`config.mk`:
```
export PLATFORM = sky130hd
export DESIGN_NAME = cam_expo_seq
export DESIGN_NICKNAME = d
export VERILOG_FILES = /design/src/rtl/cam_seq_pkg.sv /design/src/rtl/cam_seq_regs.sv /design/src/rtl/cam_seq_fsm.sv /design/src/rtl/cam_seq_out.sv /design/src/rtl/cam_expo_seq.sv
export SDC_FILE = /design/constraint.sdc
export NUM_CORES = 1
export LEC_CHECK = 0
export BUFFER_PORTS_ARGS = -buffer_cell sky130_fd_sc_hd__buf_2
export CORE_ASPECT_RATIO = 0.9
export CORE_MARGIN = 10
export CORE_UTILIZATION = 45
export DETAILED_ROUTE_END_ITERATION = 8
export GPL_ROUTABILITY_DRIVEN = 0
export PLACE_DENSITY = 0.74
export SYNTH_ARGS = -nofsm -noshare
export SYNTH_HDL_FRONTEND = slang
export SYNTH_HIERARCHICAL = 1
export SYNTH_SLANG_ARGS = --single-unit
```
`constraint.sdc`:
```
create_clock -name clk -period 10.05 [get_ports clk]
set_input_delay 1.5075 -clock clk [delete_from_list [all_inputs] [get_ports clk]]
set_output_delay 1.5075 -clock clk [all_outputs]
set_load 0.02 [all_outputs]
```
`src/rtl/cam_seq_pkg.sv`:
```
package cam_seq_pkg;

  typedef enum logic [1:0] {
    PH_IDLE   = 2'd0,
    PH_EXPOSE = 2'd1,
    PH_READ   = 2'd2
  } phase_t;

  // register addresses
  localparam int ADDR_TRIG    = 0;
  localparam int ADDR_EXPO    = 1;
  localparam int ADDR_RDOUT   = 2;
  localparam int ADDR_BMODE   = 3;
  localparam int ADDR_SHUT_ON = 4;
  localparam int ADDR_LINE0   = 5;

  // line-position registers, indexed from ADDR_LINE0
  localparam int N_LINE      = 4;
  localparam int LN_BIAS_ON  = 0;
  localparam int LN_SHUT_OFF = 1;
  localparam int LN_STRB_ON  = 2;
  localparam int LN_STRB_OFF = 3;

  // trigger bits
  localparam int TRIG_W   = 5;
  localparam int TB_START = 0;
  localparam int TB_BIAS  = 3;

  // latched enables = trigger[4:1]
  localparam int EN_W    = TRIG_W - 1;
  localparam int EN_STRB = 0;
  localparam int EN_SHUT = 1;
  localparam int EN_BIAS = 2;
  localparam int EN_SUP  = 3;

endpackage

```
`src/rtl/cam_seq_regs.sv`:
```
module cam_seq_regs
  import cam_seq_pkg::*;
#(
  parameter int ADDR_W = 4,
  parameter int DATA_W = 12,
  parameter int LINE_W = 12,
  parameter int CNT_W  = 4
) (
  input  logic                           clk,
  input  logic                           rst_n,
  input  logic                           wr_en,
  input  logic [ADDR_W-1:0]              wr_addr,
  input  logic [DATA_W-1:0]              wr_data,
  input  logic                           vd_fall,
  output logic [TRIG_W-1:0]              trig_pend,
  output logic [CNT_W-1:0]               expo_sh,
  output logic [CNT_W-1:0]               rdout_act,
  output logic                           bmode_sh,
  output logic                           bmode_act,
  output logic [N_LINE-1:0][LINE_W-1:0]  line_act,
  output logic                           open_cmd
);

  logic [TRIG_W-1:0] trig_q, trig_d;
  logic [CNT_W-1:0]  expo_q, expo_d;
  logic [CNT_W-1:0]  rd_sh_q, rd_sh_d, rd_act_q, rd_act_d;
  logic              bm_sh_q, bm_sh_d, bm_act_q, bm_act_d;
  logic              shon_q, shon_d;

  always_comb begin
    trig_d   = trig_q;
    expo_d   = expo_q;
    rd_sh_d  = rd_sh_q;
    bm_sh_d  = bm_sh_q;
    shon_d   = shon_q;
    // pending one-shot items are consumed at every field boundary
    if (vd_fall) begin
      trig_d = '0;
      shon_d = 1'b0;
    end
    if (wr_en) begin
      case (int'(wr_addr))
        ADDR_TRIG:    trig_d  = wr_data[TRIG_W-1:0];
        ADDR_EXPO:    expo_d  = wr_data[CNT_W-1:0];
        ADDR_RDOUT:   rd_sh_d = wr_data[CNT_W-1:0];
        ADDR_BMODE:   bm_sh_d = wr_data[0];
        ADDR_SHUT_ON: shon_d  = 1'b1;
        default:      ;
      endcase
    end
    rd_act_d = vd_fall ? rd_sh_q : rd_act_q;
    bm_act_d = vd_fall ? bm_sh_q : bm_act_q;
  end

  always_ff @(posedge clk or negedge rst_n) begin
    if (!rst_n) begin
      trig_q   <= '0;
      expo_q   <= '0;
      rd_sh_q  <= '0;
      rd_act_q <= '0;
      bm_sh_q  <= 1'b0;
      bm_act_q <= 1'b0;
      shon_q   <= 1'b0;
    end else begin
      trig_q   <= trig_d;
      expo_q   <= expo_d;
      rd_sh_q  <= rd_sh_d;
      rd_act_q <= rd_act_d;
      bm_sh_q  <= bm_sh_d;
      bm_act_q <= bm_act_d;
      shon_q   <= shon_d;
    end
  end

  for (genvar g = 0; g < N_LINE; g++) begin : g_line
    logic [LINE_W-1:0] sh_q, sh_d, act_q, act_d;

    always_comb begin
      sh_d = sh_q;
      if (wr_en && (int'(wr_addr) == ADDR_LINE0 + g))
        sh_d = wr_data[LINE_W-1:0];
      act_d = vd_fall ? sh_q : act_q;
    end

    always_ff @(posedge clk or negedge rst_n) begin
      if (!rst_n) begin
        sh_q  <= '0;
        act_q <= '0;
      end else begin
        sh_q  <= sh_d;
        act_q <= act_d;
      end
    end

    assign line_act[g] = act_q;
  end

  assign trig_pend = trig_q;
  assign expo_sh   = expo_q;
  assign rdout_act = rd_act_q;
  assign bmode_sh  = bm_sh_q;
  assign bmode_act = bm_act_q;
  assign open_cmd  = vd_fall & shon_q;

  // active line positions move only on a field boundary
  assert_line_staged_R2: assert property (@(posedge clk) disable iff (!rst_n)
    !vd_fall |=> $stable(line_act));

endmodule

```
`src/rtl/cam_seq_fsm.sv`:
```
module cam_seq_fsm
  import cam_seq_pkg::*;
#(
  parameter int CNT_W = 4
) (
  input  logic              clk,
  input  logic              rst_n,
  input  logic              vd_fall,
  input  logic [TRIG_W-1:0] trig_pend,
  input  logic [CNT_W-1:0]  expo_sh,
  input  logic [CNT_W-1:0]  rdout_act,
  output phase_t            phase,
  output logic [EN_W-1:0]   en,
  output logic              start,
  output logic              exp_end,
  output logic              done
);

  phase_t            ph_q, ph_d;
  logic [CNT_W-1:0]  cnt_q, cnt_d;
  logic [EN_W-1:0]   en_q, en_d;

  always_comb begin
    ph_d    = ph_q;
    cnt_d   = cnt_q;
    en_d    = en_q;
    start   = 1'b0;
    exp_end = 1'b0;
    done    = 1'b0;
    if (vd_fall) begin
      case (ph_q)
        PH_IDLE: begin
          if (trig_pend[TB_START]) begin
            ph_d  = PH_EXPOSE;
            cnt_d = expo_sh;
            en_d  = trig_pend[TRIG_W-1:1];
            start = 1'b1;
          end
        end
        PH_EXPOSE: begin
          if (cnt_q == '0) begin
            exp_end = 1'b1;
            if (rdout_act == '0) begin
              ph_d = PH_IDLE;
              done = 1'b1;
            end else begin
              ph_d  = PH_READ;
              cnt_d = rdout_act - 1'b1;
            end
          end else begin
            cnt_d = cnt_q - 1'b1;
          end
        end
        PH_READ: begin
          if (cnt_q == '0) begin
            ph_d = PH_IDLE;
            done = 1'b1;
          end else begin
            cnt_d = cnt_q - 1'b1;
          end
        end
        default: ph_d = PH_IDLE;
      endcase
    end
  end

  always_ff @(posedge clk or negedge rst_n) begin
    if (!rst_n) begin
      ph_q  <= PH_IDLE;
      cnt_q <= '0;
      en_q  <= '0;
    end else begin
      ph_q  <= ph_d;
      cnt_q <= cnt_d;
      en_q  <= en_d;
    end
  end

  assign phase = ph_q;
  assign en    = en_q;

  // phase advances only at a field boundary
  assert_phase_on_sync_R3: assert property (@(posedge clk) disable iff (!rst_n)
    !vd_fall |=> $stable(ph_q));

  // a running sequence keeps the enables it started with
  assert_trig_ignored_R11: assert property (@(posedge clk) disable iff (!rst_n)
    (vd_fall && ph_q != PH_IDLE) |=> $stable(en_q));

endmodule

```
`src/rtl/cam_seq_out.sv`:
```
module cam_seq_out
  import cam_seq_pkg::*;
#(
  parameter int LINE_W = 12
) (
  input  logic                          clk,
  input  logic                          rst_n,
  input  logic                          hd_fall,
  input  logic [LINE_W-1:0]             line_cnt,
  input  logic [N_LINE-1:0][LINE_W-1:0] line_act,
  input  phase_t                        phase,
  input  logic [EN_W-2:0]               en_out,
  input  logic                          start,
  input  logic                          trig_bias,
  input  logic                          bmode_sh,
  input  logic                          bmode_act,
  input  logic                          exp_end,
  input  logic                          done,
  input  logic                          open_cmd,
  output logic                          strobe,
  output logic                          shutter_open,
  output logic                          bias
);

  logic [N_LINE-1:0] hit;
  logic in_exp;
  logic strb_q, strb_d, closed_q, closed_d, bias_q, bias_d;

  for (genvar g = 0; g < N_LINE; g++) begin : g_hit
    assign hit[g] = hd_fall && (line_cnt == line_act[g]);
  end

  assign in_exp = (phase == PH_EXPOSE);

  always_comb begin
    strb_d = strb_q;
    if (in_exp && en_out[EN_STRB]) begin
      if (hit[LN_STRB_ON])  strb_d = 1'b1;
      if (hit[LN_STRB_OFF]) strb_d = 1'b0;
    end
    if (exp_end || done) strb_d = 1'b0;

    closed_d = closed_q;
    if (in_exp && en_out[EN_SHUT] && hit[LN_SHUT_OFF]) closed_d = 1'b1;
    if (done || open_cmd) closed_d = 1'b0;

    bias_d = bias_q;
    if (in_exp && en_out[EN_BIAS] && !bmode_act && hit[LN_BIAS_ON]) bias_d = 1'b1;
    if (start && trig_bias && bmode_sh) bias_d = 1'b1;
    if (done) bias_d = 1'b0;
  end

  always_ff @(posedge clk or negedge rst_n) begin
    if (!rst_n) begin
      strb_q   <= 1'b0;
      closed_q <= 1'b0;
      bias_q   <= 1'b0;
    end else begin
      strb_q   <= strb_d;
      closed_q <= closed_d;
      bias_q   <= bias_d;
    end
  end

  assign strobe       = strb_q;
  assign shutter_open = ~closed_q;
  assign bias         = bias_q;

  // the strobe only lights inside exposure
  assert_strobe_in_exp_R7: assert property (@(posedge clk) disable iff (!rst_n)
    $rose(strb_q) |-> (phase == PH_EXPOSE));

  // the shutter only closes inside a running sequence
  assert_shutter_close_R8: assert property (@(posedge clk) disable iff (!rst_n)
    $fell(shutter_open) |-> (phase != PH_IDLE));

  // bias is never active while idle
  assert_bias_idle_R9: assert property (@(posedge clk) disable iff (!rst_n)
    (phase == PH_IDLE) |-> !bias_q);

endmodule

```
`src/rtl/cam_expo_seq.sv`:
```
module cam_expo_seq
  import cam_seq_pkg::*;
#(
  parameter int ADDR_W = 4,
  parameter int DATA_W = 12,
  parameter int LINE_W = 12,
  parameter int CNT_W  = 4
) (
  input  logic              clk,
  input  logic              rst_n,
  input  logic              wr_en,
  input  logic [ADDR_W-1:0] wr_addr,
  input  logic [DATA_W-1:0] wr_data,
  input  logic              vsync,
  input  logic              hsync,
  input  logic [LINE_W-1:0] line_cnt,
  output logic              subclr_en,
  output logic              xfer_en,
  output logic              strobe,
  output logic              shutter_open,
  output logic              bias,
  output logic [1:0]        field_phase
);

  logic [1:0] rst_sync;
  logic       rst_sn;
  logic       vs_q, hs_q, vd_fall, hd_fall;

  always_ff @(posedge clk or negedge rst_n) begin
    if (!rst_n) rst_sync <= 2'b00;
    else        rst_sync <= {rst_sync[0], 1'b1};
  end
  assign rst_sn = rst_sync[1];

  always_ff @(posedge clk or negedge rst_sn) begin
    if (!rst_sn) begin
      vs_q <= 1'b0;
      hs_q <= 1'b0;
    end else begin
      vs_q <= vsync;
      hs_q <= hsync;
    end
  end
  assign vd_fall = vs_q & ~vsync;
  assign hd_fall = hs_q & ~hsync;

  logic [TRIG_W-1:0]             trig_pend;
  logic [CNT_W-1:0]              expo_sh, rdout_act;
  logic                          bmode_sh, bmode_act, open_cmd;
  logic [N_LINE-1:0][LINE_W-1:0] line_act;
  phase_t                        phase;
  logic [EN_W-1:0]               en;
  logic                          start, exp_end, done;

  cam_seq_regs #(
    .ADDR_W(ADDR_W), .DATA_W(DATA_W), .LINE_W(LINE_W), .CNT_W(CNT_W)
  ) i_regs (
    .clk(clk), .rst_n(rst_sn), .wr_en(wr_en), .wr_addr(wr_addr), .wr_data(wr_data),
    .vd_fall(vd_fall), .trig_pend(trig_pend), .expo_sh(expo_sh), .rdout_act(rdout_act),
    .bmode_sh(bmode_sh), .bmode_act(bmode_act), .line_act(line_act), .open_cmd(open_cmd)
  );

  cam_seq_fsm #(.CNT_W(CNT_W)) i_fsm (
    .clk(clk), .rst_n(rst_sn), .vd_fall(vd_fall), .trig_pend(trig_pend),
    .expo_sh(expo_sh), .rdout_act(rdout_act), .phase(phase), .en(en),
    .start(start), .exp_end(exp_end), .done(done)
  );

  cam_seq_out #(.LINE_W(LINE_W)) i_out (
    .clk(clk), .rst_n(rst_sn), .hd_fall(hd_fall), .line_cnt(line_cnt),
    .line_act(line_act), .phase(phase), .en_out(en[EN_W-2:0]), .start(start),
    .trig_bias(trig_pend[TB_BIAS]), .bmode_sh(bmode_sh), .bmode_act(bmode_act),
    .exp_end(exp_end), .done(done), .open_cmd(open_cmd),
    .strobe(strobe), .shutter_open(shutter_open), .bias(bias)
  );

  assign subclr_en   = !(en[EN_SUP] && (phase != PH_IDLE));
  assign xfer_en     = (phase != PH_EXPOSE);
  assign field_phase = phase;

  // back in idle the shutter is always open
  assert_open_when_idle_R8: assert property (@(posedge clk) disable iff (!rst_sn)
    (phase == PH_IDLE) |-> shutter_open);

endmodule

```
======== Yosys cells after proc, flatten, opt, wreduce, memory -nomap -nowiden ========
Cells that the tools add are included.
operators by class
  $add $sub $neg .......................... 2
  equality and inequality tests ........... 20
  mux-type cells .......................... 35
  bitwise operators ....................... 6
  reduce and logical (&&, ||, !) cells .... 38
operators with widths
  cell                   number
  $eq A12 B12 Y1         4
  $mux W1                21
  $logic_and A1 B1 Y1    17
  $eq A4 B4 Y1 const B   4
  $mux W4                4
  $mux W5                3
  $logic_not A4 Y1       3
  $pmux W4 S3            1
  $reduce_bool A3 Y1     3
  $eq A4 B2 Y1 const B   2
  $mux W2                4
  $reduce_and A2 Y1      4
  $sub A4 B1 Y4 const B  2
  $ne A2 B2 Y1 const B   3
  $pmux W2 S3            1
  $reduce_bool A2 Y1     3
  $reduce_and A5 Y1      1
  $eq A4 B1 Y1 const B   1
  $eq A4 B3 Y1 const B   1
  $ne A2 B1 Y1 const B   2
  $reduce_and A4 Y1      1
  $and A1 B1 Y1          3
  $ne A3 B3 Y1 const B   1
  $not A1 Y1             3
  other kinds (7)        9
storage, ports and cells
  register bits after elaboration ......... 133
  bits of input ports ..................... 33
  output and inout port bits .............. 7
  word-level logic and storage cells ...... 125

======== Longest topological paths before layout ========
Gate-level depths: netlist of the first run.
  word-level depth ........................ 8
  mapped depth ............................ 7
  depth with buffers taken out ............ 7

======== Modules after synthesis ========
Netlist of the first run, hierarchy kept.
by module, submodules not included
  module        instances  cells each  area each (um^2)  seq. area each (um^2)
  cam_seq_regs  1          264         4455.5            2902.8
  cam_seq_fsm   1          86          833.3             250.2
  cam_seq_out   1          77          663.1             75.1
  cam_expo_seq  1          9           142.6             100.1

======== Worst setup path after synthesis of the first run ========
No wires, ideal clock.
  path kind ............................... input to register
  start point ............................. input wr_addr[3]
  end point ............................... register i_regs.g_line[1].sh_q[10]
  library setup time ...................... 0.125 ns
  arrival time ............................ 2.478 ns
  required time ........................... 9.925 ns
  setup slack ............................. 7.447 ns
  stages .................................. 4
  buffers on the path ..................... 1
  cell sequence ........................... nand3b_1 > nor3b_2 > buf_2 > mux2_2
between the ends
  word-level cells in the longest chain between the ends .. 2
ends and longest elaborated chain
  element               RTL line            text
  start, declared       cam_expo_seq.sv:12  input logic [ADDR_W-1:0] wr_addr,
  $eq A4 B4 Y1          cam_seq_regs.sv:80  if (wr_en && (int'(wr_addr) == ADDR_LINE0 + g))
  $logic_and A1 B1 Y1   cam_seq_regs.sv:80
  end signal, assigned  cam_seq_regs.sv:87  sh_q <= '0;
  end signal, assigned  cam_seq_regs.sv:90  sh_q <= sh_d;
  end, declared         cam_seq_regs.sv:76  logic [LINE_W-1:0] sh_q, sh_d, act_q, act_d;
No other way between the ends.
A chain may end at the register's enable or synchronous reset.

======== Worst setup path after layout of the first run ========
  start point ............................. input wr_addr[1]
  end point ............................... register i_regs.g_line[3].sh_q[5]
between the ends
  word-level cells in the longest chain between the ends .. 2
ends and longest elaborated chain
  element               RTL line
  $eq A4 B4 Y1          cam_seq_regs.sv:80
  $logic_and A1 B1 Y1   cam_seq_regs.sv:80
  end signal, assigned  cam_seq_regs.sv:87
  end signal, assigned  cam_seq_regs.sv:90
  end, declared         cam_seq_regs.sv:76
No other way between the ends.

==> summary.txt, run 1 <==
Run status
  • Status: finished, final reports clean

Clock network
  • Clock tree from TritonCTS: yes
  • Number of H-tree branching levels: 4
  • Root Driver: sky130_fd_sc_hd__clkbuf_16
  • Clock sink count: 133
  • Inserted Clock Buffers: 17
  • Skew-Pair Late Insertion Delay: 0.42 ns
  • Number of resized instances in the post-cts repair step: 0
  • Number of buffers added for setup after CTS: 0
  • Hold buffers post-CTS: 0
  • CTS clock-pin slew for the worst setup and hold paths: 0.05 ns
  • Deepest clock path buffer count: 2

Synthesis
  • Synth Area in Compound Gates: 3.51%
  • Dominant combinational cell family by area after synthesis: multiplexers
  • Synthesized netlist net count: 477
  • Register area share after synthesis: 54.6%
  • Synth Instances: 436
  • Primary FF master, synth: sky130_fd_sc_hd__dfrtp_1
  • Mean area per synthesized cell: 14.0 um2
  • Number of enable-type register cells in the synthesized netlist: 0
  • XOR/XNOR share of the synthesized area: 7.04%
  • Area fraction in and, or, nand and nor cells after synthesis: 7.51%
  • Synth warn: 6
  • Adder and majority cell fraction of the synthesized area: 1.64%
  • Number of distinct library cells after synthesis: 53
  • Synth top area share: 54.6%
  • Fraction of synthesized area in multiplexers: 23.4%
  • Seq cells post-synth: 133
  • Leading cell types by total area after synthesis: sky130_fd_sc_hd__dfrtp_1 (55%), sky130_fd_sc_hd__mux2_2 (20%), sky130_fd_sc_hd__xnor2_1 (3.7%)
  • Area leader, netlist: sky130_fd_sc_hd__dfrtp_1
  • FFs w/ async S/R, synth: 100%
  • Synth Cell Area: 0.00609 mm2

Floorplan
  • Initial core utilization: 45.8%
  • Die Wd: 143 um
  • Area enclosed by the die boundary: 0.0186 mm2
  • Number of top-level pins: 40
  • Standard-cell row count: 40
  • Height of the die: 130 um
  • Floorplan Core Area: 0.0133 mm2

STA
  • Shortest period the worst path allows: 2.99 ns
  • Post-route fraction of the period consumed by the critical path: 29.7%
  • Number of setup violations in the final report: 0
  • Clock skew after layout: 0.00622 ns
  • Number of hold-slack violations in the final timing report: 0
  • Max-slew violation total from the final report: 0
  • Headroom to the max-slew limit: 33.8%
  • Total negative slack: 0 ns
  • Worst-Margin Slew: 0.990 ns
  • Post-route setup slack: 7.06 ns
  • Unrepaired setup endpoints after global routing: false
  • Highest clock rate: 335 MHz

Detailed routing
  • Post-detailed-route count of antenna-violating nets: 0
  • Overall routed net length: 13300 um
  • Residual DRC count: 0
  • Wire per inst: 20.1 um
  • Vias per Instance: 5.57
  • Number of DRC markers in iteration 0: 219
  • Pre-antenna DRT Iters: 4
  • Vias after detailed routing: 3702

GRT
  • Grt total ovfl: 0
  • Wire length of the first global-routing pass: 21800 um
  • Vias in the first global route: 3959
  • All-layer global routing usage: 15.3%
  • Antenna violations before repair: 0
  • Maximum number of pins on one net before global-route repair: 73

Flow run
  • Max-cap violations: 0

Power
  • Total power per unit cell area: 262 mW/mm2
  • Maximum resistive drop on vdd: 0.136 mV
  • Total power consumption of the routed design: 1.85 mW
  • Standby leakage power: 3.18 nW

Critical path
  • Startpoint type of the worst setup path: input port
  • Sort of element at the end of the critical path: flop
  • Required time of the worst setup path: 10.34 ns
  • Data arrival, critical path: 3.28 ns
  • Worst-path maximum fanout: 12
  • Type of the worst setup path: input port to flop

Finish
  • Combined area of the multi-input logic cells: 0.00263 mm2
  • FF/Latch Area: 0.00333 mm2
  • Fin util: 53.1%
  • Fraction of layout cells with a size suffix above 1: 41.4%
  • Fill cell total of the finished layout: 1088
  • Synth-to-Final Area Change: 16.0%
  • Number of diodes: 0
  • Number of nets in the final layout: 525

Placed design
  • I/O Buffers: 39
  • Post-detailed-placement half-perimeter wirelength: 9160 um
  • Worst setup timing slack at the placement stage: 6.65 ns

Worst hold path
  • Hold Crit Class: flop to flop
[per-layer routing]
layer / vias to the layer above / global-route usage, % / wire length (um) / part of all wire [%]
met4: 0 / 4.73 / 107 / 0.80
li1: 1660 / - / - / -
met2: 109 / 23.5 / 6340 / 48
met3: 9 / 4.69 / 888 / 6.7
met5: - / 0 / 0 / 0
met1: 1924 / 20.4 / 6010 / 45
[flip-flops by register name, indices dropped and copies added, names as in the netlist, 2 cells and up]
signal               flops
i_regs/g_line.act_q     48
i_regs/rdout_act         4
rst_sync                 2
i_regs/g_line.sh_q      48
i_fsm/cnt_q              4
i_regs/rd_sh_q           4
i_fsm/phase              2
i_regs/expo_sh           4
i_regs/trig_pend         5
i_fsm/en                 4
[cell usage in the layout, fill, tap and decap left out, types with 2 or more instances in the layout]
master / synthesis / layout
sky130_fd_sc_hd__a21oi_1: 3 / 3
sky130_fd_sc_hd__a41oi_1: 2 / 2
sky130_fd_sc_hd__buf_2: 6 / 39
sky130_fd_sc_hd__buf_4: 2 / 5
sky130_fd_sc_hd__bufinv_16: 0 / 4
sky130_fd_sc_hd__clkbuf_1: 3 / 2
sky130_fd_sc_hd__clkbuf_16: 0 / 17
sky130_fd_sc_hd__clkbuf_8: 0 / 2
sky130_fd_sc_hd__clkinv_2: 0 / 7
sky130_fd_sc_hd__dfrtp_1: 133 / 132
sky130_fd_sc_hd__ha_1: 8 / 8
sky130_fd_sc_hd__inv_1: 12 / 12
sky130_fd_sc_hd__mux2_2: 106 / 106
sky130_fd_sc_hd__mux2_4: 15 / 15
sky130_fd_sc_hd__nand2_1: 4 / 4
sky130_fd_sc_hd__nand3_1: 6 / 6
sky130_fd_sc_hd__nand3b_1: 5 / 5
sky130_fd_sc_hd__nand4_1: 8 / 8
sky130_fd_sc_hd__nand4b_1: 2 / 2
sky130_fd_sc_hd__nor2_1: 8 / 8
sky130_fd_sc_hd__nor2b_1: 5 / 5
sky130_fd_sc_hd__nor2b_4: 2 / 2
sky130_fd_sc_hd__nor3b_1: 5 / 5
sky130_fd_sc_hd__nor3b_2: 2 / 2
sky130_fd_sc_hd__nor4_1: 7 / 7
sky130_fd_sc_hd__o211ai_1: 2 / 2
sky130_fd_sc_hd__o21ai_0: 6 / 6
sky130_fd_sc_hd__o31ai_1: 4 / 4
sky130_fd_sc_hd__or4_1: 4 / 4
sky130_fd_sc_hd__xnor2_1: 26 / 26
sky130_fd_sc_hd__xor2_1: 23 / 23
[worst paths after layout]
kind	start	to	slack (ns)	cells after the start
min	rst_sync[0]	rst_sync[1]	0.35	0
max in group asynchronous	rst_sync[1]	i_regs/g_line[1].act_q[4]	8.29	1
max reg2reg	i_fsm/cnt_q[0]	i_fsm/cnt_q[3]	7.99	6
min in group asynchronous	rst_sync[1]	i_fsm/cnt_q[1]	0.47	0
max	wr_addr[1]	i_regs/g_line[3].sh_q[5]	7.06	4
min reg2reg	rst_sync[0]	rst_sync[1]	0.35	0
[where the power goes]
| part | switching, mW | total, mW | internal [mW] | leakage, nW |
|---|---|---|---|---|
| combinational | 0.196 | 0.419 | 0.224 | 1.22 |
| sequential | 0.114 | 0.786 | 0.672 | 1.65 |
| clock | 0.219 | 0.643 | 0.425 | 0.310 |
[cells in the mapped netlist (3+ instances only)]
| master | number |
|---|---|
| sky130_fd_sc_hd__nand3b_1 | 5 |
| sky130_fd_sc_hd__inv_1 | 12 |
| sky130_fd_sc_hd__mux2_4 | 15 |
| sky130_fd_sc_hd__nand3_1 | 6 |
| sky130_fd_sc_hd__xnor2_1 | 26 |
| sky130_fd_sc_hd__o31ai_1 | 4 |
| sky130_fd_sc_hd__a21oi_1 | 3 |
| sky130_fd_sc_hd__mux2_2 | 106 |
| sky130_fd_sc_hd__nor4_1 | 7 |
| sky130_fd_sc_hd__nand4_1 | 8 |
| sky130_fd_sc_hd__ha_1 | 8 |
| sky130_fd_sc_hd__dfrtp_1 | 133 |
| sky130_fd_sc_hd__nand2_1 | 4 |
| sky130_fd_sc_hd__nor2_1 | 8 |
| sky130_fd_sc_hd__nor3b_1 | 5 |
| sky130_fd_sc_hd__clkbuf_1 | 3 |
| sky130_fd_sc_hd__xor2_1 | 23 |
| sky130_fd_sc_hd__nor2b_1 | 5 |
| sky130_fd_sc_hd__or4_1 | 4 |
| sky130_fd_sc_hd__o21ai_0 | 6 |
| sky130_fd_sc_hd__buf_2 | 6 |
[logic make-up after synthesis]
family,after synthesis
XOR/XNOR,49
multiplexers,122
AND/OR/NAND/NOR,68
AO/OA/AOI/OAI,28
other,1
buffers and inverters,27
adder cells (fa/ha/maj),8
flip-flops,133
[critical path, cell delays in order]
cell	delay, ns
sky130_fd_sc_hd__buf_2	0.13
sky130_fd_sc_hd__nor3b_1	0.33
sky130_fd_sc_hd__nand3b_1	0.74
sky130_fd_sc_hd__mux2_4	0.56
[per-stage QoR]
step	hold WS, ns	area, um2	cells
floorplan	0.331	6090	436
CTS	0.356	7070	665
detailed placement	0.340	6450	633
global route	0.366	7070	665
global placement	0.338	6450	633
finish	0.353	7070	665
[cell type report]
cell class | count | area share, %
Timing Repair Buffer | 44 | 3.29
Clock inverter | 11 | 2.19
Inverter | 12 | 0.637
Tap cell | 168 | 2.97
Clock buffer | 21 | 6.51
Sequential cell | 133 | 47.1
Multi-Input combinational cell | 276 | 37.3
(Power assumes the default switching activity.)
==> run 2, diff against run 1 <==
Clock period 10.05 ns to 3.1 ns, I/O delays scaled along.
==> summary.txt, run 2 (same netlist as run 1, synthesis figures left out) <==
Run status
  • Status: finished, final reports clean

Clock network
  • Number of H-tree branching levels: 4 (unchanged)
  • Number of buffers added for setup after CTS: 0 (unchanged)
  • Deepest clock path buffer count: 2 (unchanged)
  • Number of resized instances in the post-cts repair step: 0 (unchanged)
  • Clock sink count: 133 (unchanged)
  • Root Driver: sky130_fd_sc_hd__clkbuf_16
  • Inserted Clock Buffers: 17 (unchanged)
  • Clock tree from TritonCTS: yes
  • Skew-Pair Late Insertion Delay: 0.41 ns (about the same)
  • Hold buffers post-CTS: 1 (+1)
  • CTS clock-pin slew for the worst setup and hold paths: 0.05 ns (about the same)

Worst hold path
  • Hold path startpoint: hsync
  • Hold Crit Class: input port to flop

STA
  • Headroom to the max-slew limit: 45.1% (+11 points)
  • Total negative slack: 0 ns (unchanged)
  • Max-slew violation total from the final report: 0 (unchanged)
  • Number of setup violations in the final report: 0 (unchanged)
  • Unrepaired setup endpoints after global routing: false
  • Clock skew after layout: 0.00659 ns (+0.000374 ns)
  • Post-route fraction of the period consumed by the critical path: 67.5%
  • Worst-Margin Slew: 0.824 ns (-0.166 ns)
  • Number of hold-slack violations in the final timing report: 0 (unchanged)
  • Shortest period the worst path allows: 2.09 ns
  • Highest clock rate: 478 MHz
  • Hold slack: 0.209 ns (-0.144 ns)

Critical path
  • Sort of element at the end of the critical path: flop
  • Data arrival, critical path: 2.39 ns (-0.89 ns)
  • Type of the worst setup path: flop to flop
  • Reg2Reg Launch Point: i_fsm/cnt_q[0]
  • Startpoint type of the worst setup path: flop
  • Worst-path maximum fanout: 9 (-3)
  • Worst setup path startpoint: i_fsm/cnt_q[0]
  • Required time of the worst setup path: 3.40 ns (-6.94 ns)

GRT
  • Maximum number of pins on one net before global-route repair: 64 (-12%)
  • Antenna violations before repair: 0 (unchanged)
  • Vias in the first global route: 3980 (+0.53%)
  • Grt total ovfl: 0 (unchanged)
  • Wire length of the first global-routing pass: 21400 um (-1.7%)
  • All-layer global routing usage: 15.0% (-0.24 points)

Detailed routing
  • Vias per Instance: 5.47 (-1.8%)
  • Vias after detailed routing: 3657 (-1.2%)
  • Overall routed net length: 13200 um (-1.2%)
  • Residual DRC count: 0 (unchanged)
  • Wire per inst: 19.7 um (-1.8%)
  • Pre-antenna DRT Iters: 4 (unchanged)
  • Number of DRC markers in iteration 0: 206 (-5.9%)
  • Post-detailed-route count of antenna-violating nets: 0 (unchanged)

Placed design
  • Total instance count after detailed placement: 636 (+0.47%)
  • I/O Buffers: 39 (unchanged)
  • Post-detailed-placement half-perimeter wirelength: 9250 um (+0.96%)

Finish
  • Synth-to-Final Area Change: 16.1%
  • Most common cell after layout, fill and taps aside: sky130_fd_sc_hd__dfrtp_1
  • Fraction of layout cells with a size suffix above 1: 41.7% (+0.27 points)
  • Number of diodes: 0 (unchanged)
  • Post-Layout Cell Count: 669 (+0.60%)
  • Commonest cells after routing, fill and taps aside: sky130_fd_sc_hd__dfrtp_1 (132), sky130_fd_sc_hd__mux2_2 (106), sky130_fd_sc_hd__buf_2 (39)
  • Number of nets in the final layout: 529 (+0.76%)

Floorplan
  • Area enclosed by the die boundary: 0.0186 mm2 (unchanged)
  • Initial core utilization: 45.8% (unchanged)
  • Floorplan Core Area: 0.0133 mm2 (unchanged)
  • Die Wd: 143 um (unchanged)
  • Number of top-level pins: 40 (unchanged)
  • Height of the die: 130 um (unchanged)
  • Standard-cell row count: 40 (unchanged)

Power
  • Standby leakage power: 3.16 nW (-0.85%)
  • Total power per unit cell area: 824 mW/mm2 (+220%)
  • Total power consumption of the routed design: 5.83 mW (+220%)
  • Maximum resistive drop on vdd: 0.420 mV (+210%)

Flow run
  • Max-cap violations: 0 (unchanged)
-- run 2: report_power, final --
part           leakage [nW]  internal, mW  switching [mW]
combinational          1.24         0.729           0.646
clock                 0.260          1.20           0.727
sequential             1.65          2.18           0.352
-- run 2: final timing paths --
path                       slack [ns]  cells past startpoint            to
max                              1.01                      7  i_out/strobe
min                              0.21                      1          hs_q
max reg2reg                      1.01                      7  i_out/strobe
min reg2reg                      0.35                      0   rst_sync[1]
max in group asynchronous        1.85                      1   i_fsm/en[3]
min in group asynchronous        0.38                      2   rst_sync[1]
-- run 2: cell type report --
type	count	area (um2)
clock buffers	20	447
clock inverters	12	131
fillers	1094	6240
inverters	12	45.0
multi-input cells	276	2630
flip-flops and latches	133	3330
well taps	168	210
repair buffers	48	278
-- run 2: metal layers --
layer	vias to the layer above	part of all wire (%)	GRT usage [%]
met5	-	0	0
met4	0	1.2	4.67
met3	12	4.7	4.04
met2	69	48	24.2
met1	1913	46	19.5
li1	1663	-	-
-- run 2: critical path, stage by stage, from the launching register on --
cell,delay [ns]
sky130_fd_sc_hd__dfrtp_1,0.42
sky130_fd_sc_hd__inv_1,0.14
sky130_fd_sc_hd__ha_1,0.24
sky130_fd_sc_hd__nor3b_2,0.51
sky130_fd_sc_hd__nand3_1,0.14
sky130_fd_sc_hd__nor2_1,0.28
sky130_fd_sc_hd__nor2_1,0.13
sky130_fd_sc_hd__o211a_1,0.13
-- run 2: per-stage QoR --
stage,cell area [um2],utilization (%),setup WS (ns)
global placement,6490,48.7,1.11
CTS,7080,53.2,1.01
finish,7080,53.2,1.01
detailed placement,6490,48.7,1.02
floorplan,6100,-,0.887
global route,7080,53.2,0.824
==> run 3, diff against run 2 <==
Clock period 3.1 ns to 2.2 ns, I/O delays scaled along.
==> summary.txt, run 3 (same netlist as run 1, synthesis figures left out) <==
Run status
  • Status: finished, final reports clean

Critical path
  • Startpoint type of the worst setup path: flop
  • Worst-path maximum fanout: 5 (-4)
  • Data arrival, critical path: 2.27 ns (-0.12 ns)
  • Worst setup path startpoint: i_fsm/cnt_q[0]
  • Sort of element at the end of the critical path: flop
  • Type of the worst setup path: flop to flop
  • R2r worst-path depth: 5 (-2)
  • Reg2Reg Launch Point: i_fsm/cnt_q[0]
  • Required time of the worst setup path: 2.50 ns (-0.90 ns)

Finish
  • Post-Layout Cell Count: 671 (+0.30%)
  • Fin util: 53.5% (+0.36 points)
  • Most common cell after layout, fill and taps aside: sky130_fd_sc_hd__dfrtp_1
  • Number of diodes: 0 (unchanged)
  • Fraction of layout cells with a size suffix above 1: 42.3% (+0.63 points)
  • Commonest cells after routing, fill and taps aside: sky130_fd_sc_hd__dfrtp_1 (132), sky130_fd_sc_hd__mux2_2 (106), sky130_fd_sc_hd__buf_2 (39)
  • Synth-to-Final Area Change: 16.9%
  • Number of nets in the final layout: 531 (+0.38%)

Floorplan
  • Floorplan Core Area: 0.0133 mm2 (unchanged)
  • Die Wd: 143 um (unchanged)
  • Initial core utilization: 45.8% (unchanged)
  • Height of the die: 130 um (unchanged)
  • Number of top-level pins: 40 (unchanged)
  • Area enclosed by the die boundary: 0.0186 mm2 (unchanged)
  • Standard-cell row count: 40 (unchanged)

Clock network
  • CTS clock-pin slew for the worst setup and hold paths: 0.06 ns (about the same)
  • Inserted Clock Buffers: 17 (unchanged)
  • Skew-Pair Late Insertion Delay: 0.42 ns (about the same)
  • Clock tree from TritonCTS: yes
  • Number of buffers added for setup after CTS: 0 (unchanged)
  • Clock sink count: 133 (unchanged)
  • Root Driver: sky130_fd_sc_hd__clkbuf_16
  • Deepest clock path buffer count: 2 (unchanged)
  • Number of H-tree branching levels: 4 (unchanged)

Detailed routing
  • Vias after detailed routing: 3660 (+0.082%)
  • Wire per inst: 19.1 um (-2.9%)
  • Residual DRC count: 0 (unchanged)
  • Pre-antenna DRT Iters: 4 (unchanged)
  • Post-detailed-route count of antenna-violating nets: 0 (unchanged)
  • Number of DRC markers in iteration 0: 248 (+20%)
  • Vias per Instance: 5.45 (-0.22%)
  • Overall routed net length: 12800 um (-2.6%)

STA
  • Max-slew violation total from the final report: 0 (unchanged)
  • Unrepaired setup endpoints after global routing: false
  • Post-route setup slack: 0.240 ns (-0.769 ns)
  • Headroom to the max-slew limit: 62.4% (+17 points)
  • Shortest period the worst path allows: 1.96 ns (-0.131 ns)
  • Total negative slack: 0 ns (unchanged)
  • Highest clock rate: 510 MHz (+6.7%)
  • Worst-Margin Slew: 0.563 ns (-0.261 ns)
  • Clock skew after layout: 0.00805 ns (+0.00146 ns)
  • Number of setup violations in the final report: 0 (unchanged)
  • Number of hold-slack violations in the final timing report: 0 (unchanged)
  • Post-route fraction of the period consumed by the critical path: 89.1% (+22 points)

GRT
  • All-layer global routing usage: 14.8% (-0.25 points)
  • Grt total ovfl: 0 (unchanged)
  • Vias in the first global route: 3917 (-1.6%)
  • Wire length of the first global-routing pass: 21300 um (-0.68%)
  • Maximum number of pins on one net before global-route repair: 44 (-31%)
  • Antenna violations before repair: 0 (unchanged)

Power
  • Total power per unit cell area: 1160 mW/mm2 (+41%)
  • Maximum resistive drop on vdd: 0.576 mV (+37%)
  • Standby leakage power: 3.19 nW (+1.0%)

Placed design
  • Total instance count after detailed placement: 638 (+0.31%)
  • I/O Buffers: 39 (unchanged)
  • Worst setup timing slack at the placement stage: 0.242 ns (-0.782 ns)
  • Post-detailed-placement half-perimeter wirelength: 9130 um (-1.3%)

Worst hold path
  • Hold Path Depth: 1 (unchanged)
  • Hold path startpoint: hsync
  • Hold Crit Class: input port to flop

Flow run
  • Max-cap violations: 0 (unchanged)
[run 3: cell count changes in the layout (fill, tap and decap cells not counted), sizes merged]
cell	previous run	this run
clkbuf	20	18
inv	12	15
clkinvlp	7	4
clkinv	3	5
buf	47	49
[run 3: repair_timing]
item | in CTS | in global routing
hold buffers | 1 | 0
gates resized for setup | 0 | 1
hold endpoints to repair | 2 | 0
setup endpoints to repair | 0 | 1
[run 3: path summary, 6_finish.rpt]
check                                    endpoint  slack [ns]
worst min register to register      i_regs/shon_q        0.32
worst max register to register     i_fsm/cnt_q[0]        0.24
worst max-delay path               i_fsm/cnt_q[0]        0.24
min in group asynchronous             rst_sync[1]        0.24
worst min-delay path                         hs_q        0.07
max in group asynchronous       i_regs/rd_sh_q[1]        1.24
[run 3: where the power goes]
group	total, mW	leakage [nW]	internal (mW)	switching [mW]
registers	3.55	1.65	3.07	0.482
logic	1.93	1.26	1.04	0.888
clock network	2.80	0.279	1.71	1.09
[run 3: worst max-delay path, stage by stage (launching register included)]
cell                        delay (ns)
sky130_fd_sc_hd__dfrtp_1          0.42
sky130_fd_sc_hd__inv_1            0.14
sky130_fd_sc_hd__ha_1             0.25
sky130_fd_sc_hd__or3b_4           0.43
sky130_fd_sc_hd__o2111ai_4        0.28
sky130_fd_sc_hd__mux2_4           0.33
[run 3: per-stage QoR]
step	cell area (um2)	hold WS, ns	power, mW
after global placement	6520	0.118	5.39
after detailed placement	6520	0.119	5.50
after global routing	7120	0.0612	8.73
after floorplan	6100	0.0344	4.95
after CTS	7120	0.0535	8.32
final	7120	0.0689	8.28
[run 3: area by class of cell]
class	instances	area, um2
clock buffer	18	439
sequential	133	3330
timing repair buffer	50	305
clock inverter	14	153
tap	168	210
inverter	12	45.0
fill	1103	6190
multi-input combinational	276	2640
[run 3: routing by layer]
layer  vias up  GRT usage (%)  routed length [um]
met2        77           22.2                5880
li1       1673              -                   -
met4         0           4.91                 155
met1      1899           20.3                6230
met3        11           4.08                 583
met5         -              0                   0
